<file path="src/rtl/region_store_pkg.sv">
package region_store_pkg;

  localparam int PIX_N = 4;
  localparam int TOT_W = 4;

  typedef enum logic [1:0] {
    CELL_FREE  = 2'd0,
    CELL_WAIT  = 2'd1,
    CELL_READY = 2'd2
  } cellState_t;

  typedef struct packed {
    logic             alloc;
    logic             update;
    logic             totSat;
    logic [TOT_W-1:0] tot;
    logic [PIX_N-1:0] mask;
  } cellStrobe_t;

endpackage

</file>
<file path="src/rtl/region_store_ctrl.sv">
module region_store_ctrl
  import region_store_pkg::*;
#(
  parameter int NUM_CELLS = 5,
  parameter int CNT_W     = 8,
  localparam int IDX_W    = (NUM_CELLS > 1) ? $clog2(NUM_CELLS) : 1
) (
  input  logic             clk,
  input  logic             rstN,
  input  logic [PIX_N-1:0] discIn,
  input  logic             cntClear,
  input  logic             freeAny,
  input  logic [IDX_W-1:0] freeIdx,
  output cellStrobe_t      strb,
  output logic [IDX_W-1:0] cellIdx,
  output logic [CNT_W-1:0] overflowCount,
  output logic [CNT_W-1:0] pileupCount
);

  localparam logic [TOT_W-1:0] TOT_MAX = '1;
  localparam logic [CNT_W-1:0] CNT_MAX = '1;

  logic             measuring;
  logic [PIX_N-1:0] prevDisc;
  logic [TOT_W-1:0] totReg;
  logic             satReg;
  logic [PIX_N-1:0] maskReg;
  logic             haveCell;
  logic [IDX_W-1:0] cellIdxReg;

  logic             anyHit, startHit, contHit, pileEvt;
  logic [TOT_W-1:0] totNext;
  logic             satNext;
  logic [PIX_N-1:0] maskNext;

  always_comb begin
    anyHit   = |discIn;
    startHit = anyHit && !measuring;
    contHit  = anyHit && measuring;
    pileEvt  = contHit && |(discIn & ~prevDisc);
    totNext  = (totReg == TOT_MAX) ? totReg : totReg + 1'b1;
    satNext  = satReg || (totReg == TOT_MAX);
    maskNext = maskReg | discIn;
  end

  always_comb begin
    strb = '0;
    if (startHit) begin
      strb.alloc  = freeAny;
      strb.tot    = TOT_W'(1);
      strb.totSat = 1'b0;
      strb.mask   = discIn;
    end else if (contHit) begin
      strb.update = haveCell;
      strb.tot    = totNext;
      strb.totSat = satNext;
      strb.mask   = maskNext;
    end
    cellIdx = startHit ? freeIdx : cellIdxReg;
  end

  always_ff @(posedge clk or negedge rstN) begin
    if (!rstN) begin
      measuring  <= 1'b0;
      prevDisc   <= '0;
      totReg     <= '0;
      satReg     <= 1'b0;
      maskReg    <= '0;
      haveCell   <= 1'b0;
      cellIdxReg <= '0;
    end else begin
      measuring <= anyHit;
      prevDisc  <= discIn;
      if (startHit) begin
        totReg     <= TOT_W'(1);
        satReg     <= 1'b0;
        maskReg    <= discIn;
        haveCell   <= freeAny;
        cellIdxReg <= freeIdx;
      end else if (contHit) begin
        totReg  <= totNext;
        satReg  <= satNext;
        maskReg <= maskNext;
      end
    end
  end

  always_ff @(posedge clk or negedge rstN) begin
    if (!rstN) begin
      overflowCount <= '0;
      pileupCount   <= '0;
    end else if (cntClear) begin
      overflowCount <= '0;
      pileupCount   <= '0;
    end else begin
      if (startHit && !freeAny && overflowCount != CNT_MAX)
        overflowCount <= overflowCount + 1'b1;
      if (pileEvt && pileupCount != CNT_MAX)
        pileupCount <= pileupCount + 1'b1;
    end
  end

endmodule

</file>
<file path="src/rtl/region_store_cells.sv">
module region_store_cells
  import region_store_pkg::*;
#(
  parameter int NUM_CELLS = 5,
  parameter int LAT_W     = 8,
  localparam int IDX_W    = (NUM_CELLS > 1) ? $clog2(NUM_CELLS) : 1
) (
  input  logic             clk,
  input  logic             rstN,
  input  cellStrobe_t      strb,
  input  logic [IDX_W-1:0] cellIdx,
  input  logic             trigIn,
  input  logic [LAT_W-1:0] latency,
  input  logic             outReady,
  output logic             freeAny,
  output logic [IDX_W-1:0] freeIdx,
  output logic             outValid,
  output logic [TOT_W-1:0] outTot,
  output logic             outTotSat,
  output logic [PIX_N-1:0] outMask
);

  cellState_t       cellState [NUM_CELLS];
  logic [LAT_W-1:0] cellCnt   [NUM_CELLS];
  logic [TOT_W-1:0] cellTot   [NUM_CELLS];
  logic             cellSat   [NUM_CELLS];
  logic [PIX_N-1:0] cellMask  [NUM_CELLS];

  logic [LAT_W-1:0] latLoad;
  logic [IDX_W-1:0] rdyIdx;
  logic             popNow;

  always_comb begin
    latLoad = (latency == '0) ? LAT_W'(1) : latency;
    freeAny = 1'b0;
    freeIdx = '0;
    outValid = 1'b0;
    rdyIdx   = '0;
    for (int i = NUM_CELLS - 1; i >= 0; i--) begin
      if (cellState[i] == CELL_FREE) begin
        freeAny = 1'b1;
        freeIdx = IDX_W'(i);
      end
      if (cellState[i] == CELL_READY) begin
        outValid = 1'b1;
        rdyIdx   = IDX_W'(i);
      end
    end
    outTot    = cellTot[rdyIdx];
    outTotSat = cellSat[rdyIdx];
    outMask   = cellMask[rdyIdx];
    popNow    = outValid && outReady;
  end

  always_ff @(posedge clk or negedge rstN) begin
    if (!rstN) begin
      for (int i = 0; i < NUM_CELLS; i++) begin
        cellState[i] <= CELL_FREE;
        cellCnt[i]   <= '0;
        cellTot[i]   <= '0;
        cellSat[i]   <= 1'b0;
        cellMask[i]  <= '0;
      end
    end else begin
      for (int i = 0; i < NUM_CELLS; i++) begin
        unique case (cellState[i])
          CELL_FREE: begin
            if (strb.alloc && cellIdx == IDX_W'(i)) begin
              cellState[i] <= CELL_WAIT;
              cellCnt[i]   <= latLoad;
              cellTot[i]   <= strb.tot;
              cellSat[i]   <= strb.totSat;
              cellMask[i]  <= strb.mask;
            end
          end
          CELL_WAIT: begin
            if (cellCnt[i] == '0)
              cellState[i] <= trigIn ? CELL_READY : CELL_FREE;
            else
              cellCnt[i] <= cellCnt[i] - 1'b1;
            if (strb.update && cellIdx == IDX_W'(i)) begin
              cellTot[i]  <= strb.tot;
              cellSat[i]  <= strb.totSat;
              cellMask[i] <= strb.mask;
            end
          end
          CELL_READY: begin
            if (popNow && rdyIdx == IDX_W'(i))
              cellState[i] <= CELL_FREE;
          end
          default: cellState[i] <= CELL_FREE;
        endcase
      end
    end
  end

endmodule

</file>
<file path="src/rtl/region_hit_store.sv">
module region_hit_store
  import region_store_pkg::*;
#(
  parameter int NUM_CELLS = 5,
  parameter int LAT_W     = 8,
  parameter int CNT_W     = 8,
  localparam int IDX_W    = (NUM_CELLS > 1) ? $clog2(NUM_CELLS) : 1
) (
  input  logic             clk,
  input  logic             rstN,
  input  logic [PIX_N-1:0] discIn,
  input  logic             trigIn,
  input  logic [LAT_W-1:0] latency,
  input  logic             cntClear,
  input  logic             outReady,
  output logic             outValid,
  output logic [TOT_W-1:0] outTot,
  output logic             outTotSat,
  output logic [PIX_N-1:0] outMask,
  output logic [CNT_W-1:0] overflowCount,
  output logic [CNT_W-1:0] pileupCount
);

  cellStrobe_t      strb;
  logic [IDX_W-1:0] cellIdx;
  logic             freeAny;
  logic [IDX_W-1:0] freeIdx;

  region_store_ctrl #(.NUM_CELLS(NUM_CELLS), .CNT_W(CNT_W)) ctrlInst (
    .clk(clk), .rstN(rstN), .discIn(discIn), .cntClear(cntClear),
    .freeAny(freeAny), .freeIdx(freeIdx), .strb(strb), .cellIdx(cellIdx),
    .overflowCount(overflowCount), .pileupCount(pileupCount)
  );

  region_store_cells #(.NUM_CELLS(NUM_CELLS), .LAT_W(LAT_W)) cellsInst (
    .clk(clk), .rstN(rstN), .strb(strb), .cellIdx(cellIdx), .trigIn(trigIn),
    .latency(latency), .outReady(outReady), .freeAny(freeAny), .freeIdx(freeIdx),
    .outValid(outValid), .outTot(outTot), .outTotSat(outTotSat), .outMask(outMask)
  );

endmodule

</file>
<file path="config.mk">
export PLATFORM = sky130hd
export DESIGN_NAME = region_hit_store
export DESIGN_NICKNAME = d
export VERILOG_FILES = /design/src/rtl/region_store_pkg.sv /design/src/rtl/region_store_ctrl.sv /design/src/rtl/region_store_cells.sv /design/src/rtl/region_hit_store.sv
export SDC_FILE = /design/constraint.sdc
export NUM_CORES = 1
export LEC_CHECK = 0
export BUFFER_PORTS_ARGS = -buffer_cell sky130_fd_sc_hd__buf_2
export CELL_PAD_IN_SITES_DETAIL_PLACEMENT = 1
export CELL_PAD_IN_SITES_GLOBAL_PLACEMENT = 2
export CORE_MARGIN = 2
export CORE_UTILIZATION = 35
export CTS_BUF_LIST = sky130_fd_sc_hd__clkbuf_2 sky130_fd_sc_hd__clkbuf_4 sky130_fd_sc_hd__clkbuf_8
export CTS_CLUSTER_SIZE = 40
export DETAILED_ROUTE_END_ITERATION = 10
export MAX_ROUTING_LAYER = met4
export PLACE_DENSITY_LB_ADDON = 0.1
export REMOVE_ABC_BUFFERS = 1
export SYNTH_ARGS = -nofsm -noshare
export SYNTH_HDL_FRONTEND = slang
export SYNTH_SLANG_ARGS = --single-unit
</file>
<file path="constraint.sdc">
create_clock -name clk -period 2.4 [get_ports clk]
set_clock_uncertainty 0.05 [all_clocks]
set_input_delay 0.24 -clock clk [delete_from_list [all_inputs] [get_ports clk]]
set_output_delay 0.24 -clock clk [all_outputs]
set_load 0.03 [all_outputs]
</file>
==> impl_metrics.csv, run 1 <==
group,metric,value,unit
logic_synthesis,synth_warnings,0,
placement,pre_cts_ws,-0.00789,ns
final_layout,syn2layout_area_growth,21.7,%
sta,finalSetupViolCount,0,
floorplan,start_util,35.6,%
sta,worstMarginPinSlew,0.628,ns
sta,max_freq,426,MHz
logic_synthesis,synth_ff_type,"dfrtp_1",
power,power_frac_seq,36.9,%
routing,drt-total-wl,19300,um
final_layout,nNetsFinal,800,
logic_synthesis,synth_cell_type_count,64,
floorplan,fp.coreArea,18700,um^2
power,p_leak,0.00355,uW
logic_synthesis,syn_avg_cell_area,9.87,um^2
floorplan,die_y,142,um
final_layout,n_antenna_cell,0,
worst_setup_path,crit_arrival,2.06,ns
final_layout,utilization,43.3,%
clock_network,tritoncts,"done",
grt,grt_max_degree,44,
placement,dp_hpwl,13400,um
power,power.internal,5500,uW
grt,grt_usage,20.8,%
sta,period_needed,2.35,ns
routing,wl_per_cell,19.0,um
power,peakVddDrop,0.381,mV
grt,grt_overflow,0,
floorplan,io-pin-count,43,
min_path,hold_class,"input port to flip-flop",
worst_setup_path,start_kind,"flip-flop",
sta,period_share,97.7,%
floorplan,row_count,50,
flow_run,max_cap_viol_count,0,
final_layout,drive_above_1_share,26.9,%
routing,highest_layer,"met4",
placement,portBuffers,42,
routing,first_pass_iters,4,
clock_network,cts_buffer_depth,2,
clock_network,cts.clk_slew.worst_paths,0.09,ns
routing,wl_met2,9480,um
logic_synthesis,synthArstFlopShare,100,%
placement,gp_congestion,0.837,
routing,vias,5629,
routing,routed_via_density,5.54,
routing,ant_nets,0,
logic_synthesis,ys_seq_elements,129,
worst_setup_path,crit_fanout,8,
grt,grt_antenna_before_repair,0,
floorplan,dieArea,20100,um^2
logic_synthesis,synth_edf_count,0,
logic_synthesis,ys_seq_area_share,48.5,%
clock_network,numCtsBuffers,17,
clock_network,worstSkewPairLatency,0.46,ns
power,swShare,40.5,%
routing,wl_met1,9060,um
grt,grt_pass1_vias,5891,
routing,drt_iter0_drc,197,
clock_network,clock_sinks,129,
placement,dp_cells,967,
logic_synthesis,syn_inst,675,
routing,drc,0,
sta,rsz0062_at_grt,"yes",
grt,grt_pass1_wl,31700,um
final_layout,final_cells,1016,
power,comb_power_share,42.4,%
logic_synthesis,netlist_area,6660,um^2
sta,maxSlewViolCount,0,
sta,finalHoldViolations,0,
worst_setup_path,crit_path_end_kind,"output pin",
status,outcome,"complete, no violations",
power,powerDensity,1140,nW/um^2
clock_network,h-tree-depth,4,
clock_network,cts-root-buf,"clkbuf_8",
power,power_switching,3740,uW
sta,slew_headroom,58.1,%
worst_setup_path,required,2.11,ns
floorplan,die_w,142,um
power,clkPwrFrac,20.7,%
sta,layout_setup_ws,0.0545,ns
routing,wl_met3,469,um
worst_setup_path,criticalPathCategory,"flip-flop to output pin",
## synthesized netlist by cell type (9+ instances only)
cell type  count  share of area, %
clkbuf_1      20               1.1
nand2b_1      16               1.5
a222oi_1       9               1.4
inv_1         19               1.1
mux2_2        45               7.6
ha_1          13               2.4
nand4_1       11               1.0
nand2_1       39               2.2
and3_1        10              0.94
dfrtp_1      129                48
o21ai_0       54               4.1
nand3_1       17               1.3
nor4_1        12               1.1
nor3_1        21               1.6
a31oi_1       16               1.5
a21oi_1       45               3.4
a21o_1        10               1.1
nor2_1        75               4.2
## worst max-delay path: stages, from the launching register on
cell	delay (ns)
dfrtp_2	0.47
nand2b_4	0.12
and3_4	0.21
nor2b_4	0.21
buf_4	0.18
nand2_1	0.06
a31oi_1	0.17
buf_4	0.18
## what timing repair did
item | in CTS | in global routing
hold buffers | 5 | 0
resized for setup | 27 | 21
pin swaps | 3 | 9
endpoints found under the hold margin | 44 | 0
cloned | 0 | 1
buffers inserted | 1 | 11
setup endpoints to repair | 9 | 51
## registers in the layout, summed over array words and instances (netlist names)
| signal | count |
|---|---|
| cellsInst.cellCnt | 40 |
| cellsInst.cellMask | 20 |
| cellsInst.cellSat | 5 |
| cellsInst.cellState | 10 |
| cellsInst.cellTot | 20 |
| ctrlInst.cellIdxReg | 3 |
| ctrlInst.haveCell | 1 |
| ctrlInst.maskReg | 4 |
| ctrlInst.measuring | 1 |
| ctrlInst.overflowCount | 8 |
| ctrlInst.pileupCount | 8 |
| ctrlInst.prevDisc | 4 |
| ctrlInst.satReg | 1 |
| ctrlInst.totReg | 4 |
## cell type report
type	instances	area, um^2
Clock buffer	18	241
Clock inverter	13	151
Fill cell	2099	10600
Inverter	21	82.6
Multi-Input combinational cell	498	3340
Sequential cell	129	3230
Tap cell	234	293
Timing Repair Buffer	103	762
## kinds of logic (layout without fill, tap and decap cells)
group | Yosys count | count (layout) | share of synthesized area (%)
adder cells (fa/ha/maj) | 13 | 13 | 2.44
multiplexers | 47 | 47 | 7.91
AO/OA/AOI/OAI | 183 | 183 | 18.1
XOR/XNOR | 14 | 14 | 1.84
buffers and inverters | 48 | 155 | 2.87
flip-flops | 129 | 129 | 48.5
AND/OR/NAND/NOR | 241 | 241 | 18.3
## metal layers
layer | global-route usage, % | vias up
li1 | - | 2671
met1 | 26.8 | 2875
met2 | 34.2 | 67
met3 | 3.87 | 16
met4 | 5.26 | 0
met5 | - | -
## metrics by stage
step                      hold WS (ns)  setup TNS, ns  power (uW)  area [um^2]
after floorplan                 -0.106              0        5810         6550
after global placement           0.244              0        6960         7410
after global routing           0.00890        -0.0853        9950         8110
after detailed placement         0.253        -0.0111        7120         7410
after CTS                      0.00557              0        9210         7950
final                           0.0298              0        9240         8110
## worst paths after layout
check	start	slack, ns	to	cells after the start
setup / recovery	cellsInst.cellState[9]	0.05	outTot[1]	7
max in group asynchronous	rstN	1.33	cellsInst.cellState[7]	3
hold reg to reg	ctrlInst.maskReg[1]	0.42	ctrlInst.maskReg[1]	1
setup reg to reg	cellsInst.cellState[7]	0.16	cellsInst.cellMask[11]	7
min in group asynchronous	rstN	0.27	ctrlInst.pileupCount[5]	2
hold / removal	discIn[0]	0.03	ctrlInst.prevDisc[0]	2
## power by group through the flow
stage / logic [uW] / clock network (uW) / registers [uW]
after detailed placement: 3680 / 0 / 3440
after global routing: 4370 / 2070 / 3510
final: 3910 / 1910 / 3410
after floorplan: 2530 / 0 / 3280
after global placement: 3550 / 0 / 3410
after CTS: 3820 / 1980 / 3410
## cells in the final DEF (no fill, tap or decap), types with 17 or more instances in the layout
cell,n
clkbuf_8,17
buf_2,32
nor3_1,21
mux2_2,45
buf_4,59
nor2_1,72
nand2_1,37
o21ai_0,54
dfrtp_1,125
inv_1,19
a21oi_1,45
Note: power is estimated with default switching activity, not from simulation.
==> run 2, diff against run 1 <==
Settings changed: CTS_BUF_LIST sky130_fd_sc_hd__clkbuf_2 sky130_fd_sc_hd__clkbuf_4 sky130_fd_sc_hd__clkbuf_8 to unset, RECOVER_POWER set to 50.
==> impl_metrics.csv, run 2 (synthesized netlist as in run 1, its figures left out) <==
group,metric,value,unit
worst_setup_path,critPathLaunch,"cellsInst.cellState[7]",
grt,grt_usage,21.0,%
power,p_leak,0.00356,uW
floorplan,row_count,50,
final_layout,largest_reg_flops,40,
placement,portBuffers,42,
grt,grt_pass1_wl,31900,um
sta,finalHoldViolations,0,
final_layout,final_common_cell,"dfrtp_1",
sta,worstMarginPinSlew,1.14,ns
sta,max_freq,433,MHz
clock_network,h-tree-depth,4,
worst_setup_path,crit_fanout,6,
clock_network,cts_buffer_depth,2,
min_path,hold_class,"input port to flip-flop",
worst_setup_path,worst_path_max_delay_cell,"dfrtp_2",
routing,wl_per_cell,19.0,um
routing,vias,5587,
power,peakVddDrop,0.537,mV
clock_network,clock_sinks,129,
grt,grt_max_degree,44,
floorplan,start_util,35.6,%
worst_setup_path,r2r-start,"cellsInst.cellState[6]",
sta,finalSetupTns,0,ns
worst_setup_path,ff2ff_setup_slack,0.10,ns
routing,first_pass_iters,5,
power,p_total,9900,uW
routing,drc,0,
floorplan,dieArea,20100,um^2
worst_setup_path,crit_arrival,2.02,ns
worst_setup_path,start_kind,"flip-flop",
routing,ant_nets,0,
clock_network,cts-root-buf,"clkbuf_16",
worst_setup_path,crit_path_end_kind,"output pin",
worst_setup_path,criticalPathCategory,"flip-flop to output pin",
worst_setup_path,crit_family,"simple AND/OR/NAND/NOR gates",
clock_network,worstSkewPairLatency,0.43,ns
worst_setup_path,cpPeakStageDelay,0.46,ns
routing,routed_via_density,5.53,
worst_setup_path,worst-path-buf-inv,2,
floorplan,die_y,142,um
flow_run,max_cap_viol_count,0,
final_layout,nNetsFinal,793,
grt,grt_antenna_before_repair,0,
status,outcome,"complete, no violations",
clock_network,tritoncts,"done",
sta,period_needed,2.31,ns
clock_network,numCtsBuffers,17,
final_layout,largest-register,"cellsInst.cellCnt",
final_layout,drive_above_1_share,24.8,%
sta,hold_ws,0.0524,ns
routing,drt-total-wl,19200,um
floorplan,die_w,142,um
power,powerDensity,1210,nW/um^2
sta,maxSlewViolCount,0,
placement,dp_hpwl,13400,um
min_path,hp-start,"outReady",
placement,gp_congestion,0.837,
worst_setup_path,required,2.11,ns
final_layout,reg_top3,"cellsInst.cellCnt (40), cellsInst.cellMask (20), cellsInst.cellTot (20)",
final_layout,final_cell_mix,"dfrtp_1 (125), nor2_1 (74), o21ai_0 (54)",
clock_network,cts.clk_slew.worst_paths,0.06,ns
sta,finalSetupViolCount,0,
floorplan,io-pin-count,43,
final_layout,syn2layout_area_growth,22.5,%
routing,drt_iter0_drc,236,
grt,grt_overflow,0,
sta,slew_headroom,24.1,%
floorplan,fp.coreArea,18700,um^2
sta,period_share,96.2,%
grt,grt_pass1_vias,5911,
worst_setup_path,path_cells,"nand2b_4 > and3_4 > nor2b_4 > buf_6 > nand2_1 > a31oi_1 > buf_4",
==> run 2: changes by cell type in the layout (fill, tap and decap cells not counted), moves of 3 or more <==
cell and change:
dlygate4sd3_1 -3, clkbuf_16 +17, buf_4 -9, clkbuf_1 +9
clkbuf_8 -17
==> run 2: cell type report <==
cell class	instances	area (um^2)
well taps	234	293
inverters	21	78.8
repair buffers	96	638
multi-input cells	498	3330
clock buffers	18	429
flip-flops and latches	129	3230
fillers	2083	10500
diodes	1	2.50
clock inverters	13	151
==> run 2: worst reg2reg max path, cell delays in order, from the launching register on <==
cell,delay (ns)
dfrtp_2,0.40
buf_4,0.16
or2_2,0.29
o31ai_1,0.12
a32o_1,0.42
nand3b_1,0.17
buf_4,0.21
mux2_2,0.36
==> run 2: path summary, 6_finish.rpt <==
kind,depth (start not counted),endpoint
max in group asynchronous,3,cellsInst.cellState[7]
setup reg to reg,7,cellsInst.cellMask[11]
min in group asynchronous,2,ctrlInst.pileupCount[5]
hold reg to reg,1,ctrlInst.maskReg[1]
hold / removal,2,cellsInst.cellState[9]
setup / recovery,7,outMask[2]
==> run 2: power by group <==
part           internal [uW]  switching [uW]  total [uW]
registers               2850             566        3420
clock network           1540            1060        2600
logic                   1680            2200        3880
==> run 2: repair_timing <==
action | in CTS | in global routing
endpoints found under the setup margin | 9 | 21
buffers inserted | 1 | 7
cloned | 0 | 1
pin swaps | 4 | 4
hold buffers | 2 | 0
endpoints found under the hold margin | 41 | 0
resized for setup | 23 | 16
==> run 2: metrics by stage <==
stage | std cells | setup WS (ns) | utilization (%) | cell area, um^2
2_1_floorplan | 648 | 0.0287 | - | 6550
3_3_place_gp | 967 | 0.0286 | 39.6 | 7410
3_5_place_dp | 967 | -0.00789 | 39.6 | 7410
4_1_cts | 1001 | 0.0122 | 43.2 | 8090
5_1_grt | 1009 | -0.00798 | 43.6 | 8160
6_report | 1010 | 0.0909 | 43.6 | 8160
==> run 2: per-layer routing <==
layer | GRT usage [%] | share of wire [%]
met4 | 4.95 | 1.1
met3 | 4.24 | 2.7
met1 | 26.8 | 47
met5 | - | 0
met2 | 34.6 | 49
